`config.mk`:
```
export PLATFORM = sky130hd
export DESIGN_NAME = nibble_acc_core
export DESIGN_NICKNAME = d
export VERILOG_FILES = /design/src/rtl/nac_pkg.sv /design/src/rtl/nac_ctrl.sv /design/src/rtl/nac_dpath.sv /design/src/rtl/nibble_acc_core.sv
export SDC_FILE = /design/constraint.sdc
export NUM_CORES = 1
export LEC_CHECK = 0
export ABC_CLOCK_PERIOD_IN_PS = 2000
export BUFFER_PORTS_ARGS = -buffer_cell sky130_fd_sc_hd__buf_2
export CORE_MARGIN = 2
export CORE_UTILIZATION = 46
export CTS_BUF_LIST = sky130_fd_sc_hd__clkbuf_2
export DETAILED_ROUTE_END_ITERATION = 12
export PLACE_DENSITY = 0.81
export REMOVE_ABC_BUFFERS = 1
export SLEW_MARGIN = 0
export SYNTH_ARGS = -nofsm -noshare
export SYNTH_HDL_FRONTEND = slang
export SYNTH_SLANG_ARGS = --single-unit
```
`constraint.sdc`:
```
create_clock -name clk -period 2 [get_ports clk]
set_input_delay 0.2 -clock clk [delete_from_list [all_inputs] [get_ports clk]]
set_output_delay 0.2 -clock clk [all_outputs]
set_load 0.01 [all_outputs]
```
`src/rtl/nac_pkg.sv`:
```
package nac_pkg;
  localparam int DATA_W  = 8;
  localparam int INSTR_W = 6;
  localparam int LIT_W   = INSTR_W - 2;
  localparam int HALF_W  = DATA_W / 2;

  typedef logic [DATA_W-1:0]  word_t;
  typedef logic [INSTR_W-1:0] instr_t;
  typedef logic [LIT_W-1:0]   lit_t;

  // Exact opcodes; the two literal forms are matched by their top two bits.
  localparam instr_t OP_ADD   = 6'b100000;
  localparam instr_t OP_NAND  = 6'b100001;
  localparam instr_t OP_XNOR  = 6'b100010;
  localparam instr_t OP_JUMP  = 6'b110000;
  localparam instr_t OP_STORE = 6'b111110;
  localparam instr_t OP_LOAD  = 6'b111111;
  localparam logic [1:0] PFX_LITLO = 2'b00;
  localparam logic [1:0] PFX_LITHI = 2'b01;

  typedef enum logic [2:0] {
    SRC_ADD,
    SRC_NAND,
    SRC_XNOR,
    SRC_LOAD,
    SRC_LITLO,
    SRC_LITHI
  } accSrc_e;

  // Strobes from control to datapath.
  typedef struct packed {
    logic    accWr;
    accSrc_e accSrc;
    logic    pcLoad;
    logic    memWr;
  } ctrl_t;
endpackage

```
`src/rtl/nac_ctrl.sv`:
```
module nac_ctrl
  import nac_pkg::*;
(
  input  instr_t instr,
  input  logic   accAZero,
  output ctrl_t  ctrl,
  output lit_t   litVal
);
  logic [1:0] prefix;

  assign prefix = instr[INSTR_W-1 -: 2];
  assign litVal = instr[LIT_W-1:0];

  always_comb begin
    ctrl.accWr  = 1'b0;
    ctrl.accSrc = SRC_ADD;
    ctrl.pcLoad = 1'b0;
    ctrl.memWr  = 1'b0;
    if (prefix == PFX_LITLO) begin
      ctrl.accWr  = 1'b1;
      ctrl.accSrc = SRC_LITLO;
    end else if (prefix == PFX_LITHI) begin
      ctrl.accWr  = 1'b1;
      ctrl.accSrc = SRC_LITHI;
    end else begin
      unique case (instr)
        OP_ADD: begin
          ctrl.accWr  = 1'b1;
          ctrl.accSrc = SRC_ADD;
        end
        OP_NAND: begin
          ctrl.accWr  = 1'b1;
          ctrl.accSrc = SRC_NAND;
        end
        OP_XNOR: begin
          ctrl.accWr  = 1'b1;
          ctrl.accSrc = SRC_XNOR;
        end
        OP_LOAD: begin
          ctrl.accWr  = 1'b1;
          ctrl.accSrc = SRC_LOAD;
        end
        OP_STORE: ctrl.memWr  = 1'b1;
        OP_JUMP:  ctrl.pcLoad = !accAZero;
        default: ;
      endcase
    end
  end
endmodule

```
`src/rtl/nac_dpath.sv`:
```
module nac_dpath
  import nac_pkg::*;
(
  input  logic  clk,
  input  logic  rst,
  input  ctrl_t ctrl,
  input  lit_t  litVal,
  input  word_t memRdData,
  output word_t pc,
  output word_t accA,
  output word_t accB,
  output logic  accAZero
);
  word_t aluOut;
  word_t pcNext;

  assign accAZero = (accA == '0);

  always_comb begin
    unique case (ctrl.accSrc)
      SRC_ADD:   aluOut = accA + accB;
      SRC_NAND:  aluOut = ~(accA & accB);
      SRC_XNOR:  aluOut = ~(accA ^ accB);
      SRC_LOAD:  aluOut = memRdData;
      SRC_LITLO: aluOut = {accA[DATA_W-1:HALF_W], litVal};
      SRC_LITHI: aluOut = {litVal, accA[HALF_W-1:0]};
      default:   aluOut = accA;
    endcase
  end

  assign pcNext = ctrl.pcLoad ? accB : pc + word_t'(1);

  always_ff @(posedge clk) begin
    if (rst) begin
      pc   <= '0;
      accA <= '0;
    end else begin
      pc <= pcNext;
      if (ctrl.accWr) accA <= aluOut;
    end
  end

  // No opcode writes B; it only holds its reset value.
  always_ff @(posedge clk) begin
    if (rst) accB <= '0;
  end
endmodule

```
`src/rtl/nibble_acc_core.sv`:
```
module nibble_acc_core
  import nac_pkg::*;
(
  input  logic       clk,
  input  logic       rst,
  output logic [7:0] progAddr,
  input  logic [5:0] progInstr,
  output logic [7:0] memAddr,
  output logic [7:0] memWrData,
  output logic       memWrEn,
  input  logic [7:0] memRdData,
  output logic [7:0] dbgPc,
  output logic [7:0] dbgAccA,
  output logic [7:0] dbgAccB
);
  ctrl_t ctrl;
  lit_t  litVal;
  word_t pc;
  word_t accA;
  word_t accB;
  logic  accAZero;

  nac_ctrl ctrl_i (
    .instr    (progInstr),
    .accAZero (accAZero),
    .ctrl     (ctrl),
    .litVal   (litVal)
  );

  nac_dpath dpath_i (
    .clk       (clk),
    .rst       (rst),
    .ctrl      (ctrl),
    .litVal    (litVal),
    .memRdData (memRdData),
    .pc        (pc),
    .accA      (accA),
    .accB      (accB),
    .accAZero  (accAZero)
  );

  assign progAddr  = pc;
  assign memAddr   = accB;
  assign memWrData = accA;
  assign memWrEn   = ctrl.memWr;
  assign dbgPc     = pc;
  assign dbgAccA   = accA;
  assign dbgAccB   = accB;
endmodule

```
# After elaboration in Yosys (flattened, before gate mapping)

Index checks and enable logic that the tools add are counted.
Widths: inputs -> output; s select.

Output and inout port bits: 49
Word-level logic and storage cells: 37
Bits in registers: 16

Reduce and logical (&&, ||, !) cells: 9
Equality and inequality tests: 12
Bitwise logic cells: 4
Muxes and demuxes: 8
Add/subtract/negate cells: 1

Operators by type and width:

| cell                | count |
|---|---|
| $pmux 8 s5          | 1 |
| $eq 6x6->1 const B  | 6 |
| $pmux 4 s4          | 1 |
| $reduce_bool 5->1   | 2 |
| $add 8x1->8 const B | 1 |
| $logic_not 8->1     | 1 |
| $mux 4              | 2 |
| $not 8->8           | 1 |
| $reduce_and 4->1    | 2 |
| $eq 3x2->1 const B  | 2 |
| $eq 3x3->1 const B  | 2 |
| $mux 2              | 2 |
| $eq 3x1->1 const B  | 1 |
| $logic_not 3->1     | 1 |
| $not 1->1           | 3 |
| $eq 2x1->1 const B  | 1 |
| $logic_not 2->1     | 1 |
| $mux 1              | 2 |
| $reduce_or 2->1     | 1 |
| $logic_not 1->1     | 1 |

# Logic depth before layout (Yosys ltp)

Word-level depth: 7
Mapped depth: 6

# By module

A second synthesis with hierarchy kept.

Cell total of the unflattened synthesis: 157
Area, all modules: 1321.3 um2

Modules (own cells, without submodules):

| module          | sequential area each (um2) | times used | area an instance (um2) | cells each |
|---|---|---|---|---|
| nac_dpath       | 320.3                      | 1          | 993.5                  | 112 |
| nibble_acc_core | 0.0                        | 1          | 180.2                  | 24 |
| nac_ctrl        | 0.0                        | 1          | 147.6                  | 21 |

# Worst setup path after synthesis

OpenSTA, ideal clock, no wires.

Kind: in2reg
From: input port progInstr[0]
To: register dpath_i.accA[0]
Buffers on the path: 2
Slack: 0.435 ns
Arrival time: 1.478 ns
Setup time: 0.086 ns
Stages: 5
Cell sequence: buf_6 or4b_4 buf_6 o211a_4 a221oi_2

Word-level cells in the longest chain between the ends: 7
Elaborated cells between the ends (all ways): 18
Classes of those cells: eq/ne (9); mux (4); bitwise (2); reduce/logical (3)

Ends and longest elaborated chain:

| what                                                            | line                 | text |
|---|---|---|
| start, declared                                                 | nibble_acc_core.sv:7 | `input logic [5:0] progInstr,` |
| $eq 6x6->1                                                      | nac_ctrl.sv:26       | `unique case (instr)` |
| $pmux 4 s4                                                      | nac_ctrl.sv:26       |  |
| $mux 4                                                          | nac_ctrl.sv:22       | `end else if (prefix == PFX_LITHI) begin` |
| $mux 4                                                          | nac_ctrl.sv:19       | `if (prefix == PFX_LITLO) begin` |
| $eq 3x1->1, or another cell as far along                        | nac_dpath.sv:20      | `unique case (ctrl.accSrc)` |
| $reduce_bool 5->1 (no line) / $not 1->1 (equally long branches) | -                    |  |
| $reduce_and 4->1 (no line)                                      | -                    |  |
| end signal, assigned                                            | nac_dpath.sv:39      | `if (ctrl.accWr) accA <= aluOut;` |
| end, declared                                                   | nac_dpath.sv:10      | `output word_t accA,` |

Several ways; a longest one is shown, not always the timed one.
A chain may end at the register's enable or synchronous reset.

# Worst setup path in the final report

From: input port progInstr[0]
To: register dpath_i.accA[6]

Word-level cells in the longest chain between the ends: 7
Elaborated cells between the ends (all ways): 18
Classes of those cells: eq/ne (9); mux (4); bitwise (2); reduce/logical (3)

Ends and longest elaborated chain:

| what                                                            | line |
|---|---|
| $eq 6x6->1                                                      | nac_ctrl.sv:26 |
| $pmux 4 s4 (*)                                                  | nac_ctrl.sv:26 |
| $mux 4 (*)                                                      | nac_ctrl.sv:22 |
| $mux 4 (*)                                                      | nac_ctrl.sv:19 |
| $eq 3x1->1, or another cell as far along                        | nac_dpath.sv:20 |
| $reduce_bool 5->1 (no line) / $not 1->1 (equally long branches) | - |
| $reduce_and 4->1 (no line)                                      | - |

Every way passes the cells marked *; elsewhere a longest branch is shown, timed or not.

==> summary.json <==
{
  "post_layout_nonfiller_instances": {"value": 197},
  "cts-resized-gates": {"value": 0},
  "yosysWarnings": {"value": 0},
  "endpoint_type_of_the_worst_setup_path": {"value": "register"},
  "largest_cells_by_area_after_synthesis": {"value": "sky130_fd_sc_hd__dfxtp_1 27%, sky130_fd_sc_hd__buf_4 20%, sky130_fd_sc_hd__a221oi_2 10%, sky130_fd_sc_hd__a221oi_1 5.8%, sky130_fd_sc_hd__nor2_1 4.0%"},
  "synth.ff_latch_count": {"value": 16},
  "netlist-cell-type-count": {"value": 32},
  "max_slew_margin": {"value": 64.46, "unit": "%"},
  "busiest_layer": {"value": "met2"},
  "setup.worst_path.start_class": {"value": "input port"},
  "avgSynthCellArea": {"value": 8.804, "unit": "um^2"},
  "via_count": {"value": 1086},
  "clock_tree_from_tritoncts": {"value": "yes"},
  "fin_area": {"value": 1280, "unit": "um^2"},
  "ctsLongestPathBuffers": {"value": 2},
  "synth-main-ff-cell": {"value": "sky130_fd_sc_hd__dfxtp_1"},
  "floorplan.die.height": {"value": 55.21, "unit": "um"},
  "power_density": {"value": 546.6, "unit": "nW/um^2"},
  "grtUsageTotal": {"value": 16.96, "unit": "%"},
  "most_instantiated_library_cell_after_synthesis": {"value": "sky130_fd_sc_hd__buf_4"},
  "worst_slew_pin_slew": {"value": 0.5311, "unit": "ns"},
  "synth_seq_area_share": {"value": 26.56, "unit": "%"},
  "port-buffer-count": {"value": 48},
  "netlist_top_cells_count": {"value": "32 x sky130_fd_sc_hd__buf_4, 16 x sky130_fd_sc_hd__dfxtp_1, 13 x sky130_fd_sc_hd__nor2_1"},
  "layout-drive-gt1-share": {"value": 40.12, "unit": "%"},
  "worstHoldPathType": {"value": "input port to register"},
  "grt_use_met3": {"value": 3.044, "unit": "%"},
  "dr.pass1.iters": {"value": 4},
  "run_status": {"value": "finished clean"},
  "final_nets": {"value": 186},
  "rows": {"value": 18},
  "yosys_top_cell_by_area": {"value": "sky130_fd_sc_hd__dfxtp_1"},
  "cts-htree-levels": {"value": 1},
  "clk-insertion-delay-late": {"value": 0.28, "unit": "ns"},
  "clk_pin_slew": {"value": 0.15, "unit": "ns"},
  "initialDrtViolationCount": {"value": 29},
  "grt_use_met1": {"value": 21.04, "unit": "%"},
  "die_w": {"value": 55.21, "unit": "um"},
  "grt_max_degree": {"value": 12},
  "grt_overflow_total": {"value": 0},
  "detail_route.wirelength": {"value": 2655, "unit": "um"},
  "grt_first_pass_wirelength": {"value": 4236, "unit": "um"},
  "cts.sink_count": {"value": 16},
  "yosysTopAreaCellShare": {"value": 26.56, "unit": "%"},
  "insertedDiodeCount": {"value": 0},
  "floorplan.initialDensity": {"value": 48.69, "unit": "%"},
  "boundaryPins": {"value": 65},
  "wl_per_cell": {"value": 13.48, "unit": "um"},
  "netlist_area": {"value": 1206, "unit": "um^2"},
  "synth_enable_flop_cells": {"value": 0},
  "placedInstanceArea": {"value": 1265, "unit": "um^2"},
  "period_share": {"value": 69.23, "unit": "%"},
  "required": {"value": 2.18, "unit": "ns"},
  "hold_viol_final": {"value": 0},
  "hold_buffers": {"value": 0},
  "place_ws": {"value": 0.2961, "unit": "ns"},
  "timing.setup.tns": {"value": 0, "unit": "ns"},
  "clock-skew-final": {"value": 0.006495, "unit": "ns"},
  "finalSetupViolations": {"value": 0},
  "ant_nets": {"value": 0},
  "cap_violations": {"value": 0},
  "core_area": {"value": 2477, "unit": "um^2"},
  "dp_hpwl": {"value": 2110, "unit": "um"},
  "arrival_time_of_the_worst_setup_path": {"value": 1.56, "unit": "ns"},
  "placedCellCount": {"value": 194},
  "setup.worst_path.class": {"value": "input port to register"},
  "detail_route.drc_violations": {"value": 0},
  "vdd.ir_drop.worst": {"value": 0.0004271, "unit": "V"},
  "period_minus_slack": {"value": 1.385, "unit": "ns"},
  "cts-buffers-inserted": {"value": 3},
  "die_area": {"value": 3048, "unit": "um^2"},
  "max_clock_freq": {"value": 0.7222, "unit": "GHz"},
  "globalRouteMet2Util": {"value": 27.72, "unit": "%"},
  "grt_pass1_vias": {"value": 976},
  "viasPerCell": {"value": 5.513},
  "post-route-worst-setup-slack": {"value": 0.6153, "unit": "ns"},
  "syn_to_final_growth": {"value": 6.121, "unit": "%"},
  "unrepaired_setup_endpoints_after_global_routing": {"value": "no"},
  "post_cts.repair.setup_buffers": {"value": 0},
  "grt_antenna_before_repair": {"value": 0},
  "worst-path-max-fanout": {"value": 11},
  "slew_viol_final": {"value": 0},
  "cells_after_synth": {"value": 137},
  "ys_async_sr_fraction": {"value": 0, "unit": "%"},
  "clockRootBuffer": {"value": "sky130_fd_sc_hd__clkbuf_2"},
  "leakage": {"value": 0.6073, "unit": "nW"},
  "gp_congestion": {"value": 0.8895}
}
## worst max-delay path: stages
cell                        delay, ns
sky130_fd_sc_hd__buf_2           0.15
sky130_fd_sc_hd__or4b_4          0.63
sky130_fd_sc_hd__o22ai_1         0.19
sky130_fd_sc_hd__a2bb2oi_2       0.30
sky130_fd_sc_hd__a221oi_2        0.09
## registers in the layout, indices dropped and copies added (netlist names)
name	flops
dpath_i.accA	8
dpath_i.pc	8
## power breakdown
| group | internal, W | switching [W] |
|---|---|---|
| clock | 0.0000409 | 0.0000994 |
| combinational | 0.0000800 | 0.000115 |
| sequential | 0.000338 | 0.0000259 |
## path summary, 6_finish.rpt
check | depth (start not counted) | to | slack, ns | startpoint
max reg2reg | 4 | dpath_i.pc[2] | 0.75 | dpath_i.accA[2]
min | 2 | dpath_i.accA[5] | 0.25 | rst
max | 5 | dpath_i.accA[6] | 0.62 | progInstr[0]
min reg2reg | 2 | dpath_i.accA[1] | 0.51 | dpath_i.accA[1]
## placed cells by master, fill, tap and decap left out, types with 2 or more instances in the layout
master / n
sky130_fd_sc_hd__a221oi_2: 8
sky130_fd_sc_hd__a221oi_1: 8
sky130_fd_sc_hd__and3_1: 2
sky130_fd_sc_hd__clkbuf_2: 3
sky130_fd_sc_hd__inv_1: 11
sky130_fd_sc_hd__dfxtp_1: 16
sky130_fd_sc_hd__nand3_1: 6
sky130_fd_sc_hd__xnor2_1: 2
sky130_fd_sc_hd__nand2_1: 2
sky130_fd_sc_hd__nor4_1: 2
sky130_fd_sc_hd__conb_1: 16
sky130_fd_sc_hd__nor3_1: 9
sky130_fd_sc_hd__nor2_1: 13
sky130_fd_sc_hd__buf_2: 48
sky130_fd_sc_hd__xor2_1: 5
## through the flow
step                      total power, W  util [%]  hold slack [ns]
after floorplan                0.0004795         -           0.2662
after global placement         0.0005593     51.06           0.4840
after detailed placement       0.0005668     51.06           0.4992
after CTS                      0.0006999     51.67           0.2362
after global routing           0.0007369     51.67           0.2327
final                          0.0006996     51.67           0.2474
## layer usage
metal | vias to the layer above | wire (um)
met1 | 500 | 1076
met4 | 0 | 63
li1 | 510 | -
met5 | - | 0
met2 | 66 | 1316
met3 | 10 | 200
## final cells by class
class,instances,area (um^2)
fill,257,1197
multi-input combinational,88,618.1
sequential,16,320.3
timing repair buffer,49,247.7
inverter,11,41.29
tap,30,37.54
clock buffer,3,15.01
## cells by family after synthesis
family,Yosys count,synth area share [%]
simple gates,41,18.26
buf+inv,48,26.87
flops,16,26.56
xor+xnor,7,5.083
fa+ha+maj,1,1.037
compound gates,23,21.89
other cells,1,0.3109
(Power assumes the default switching activity.)
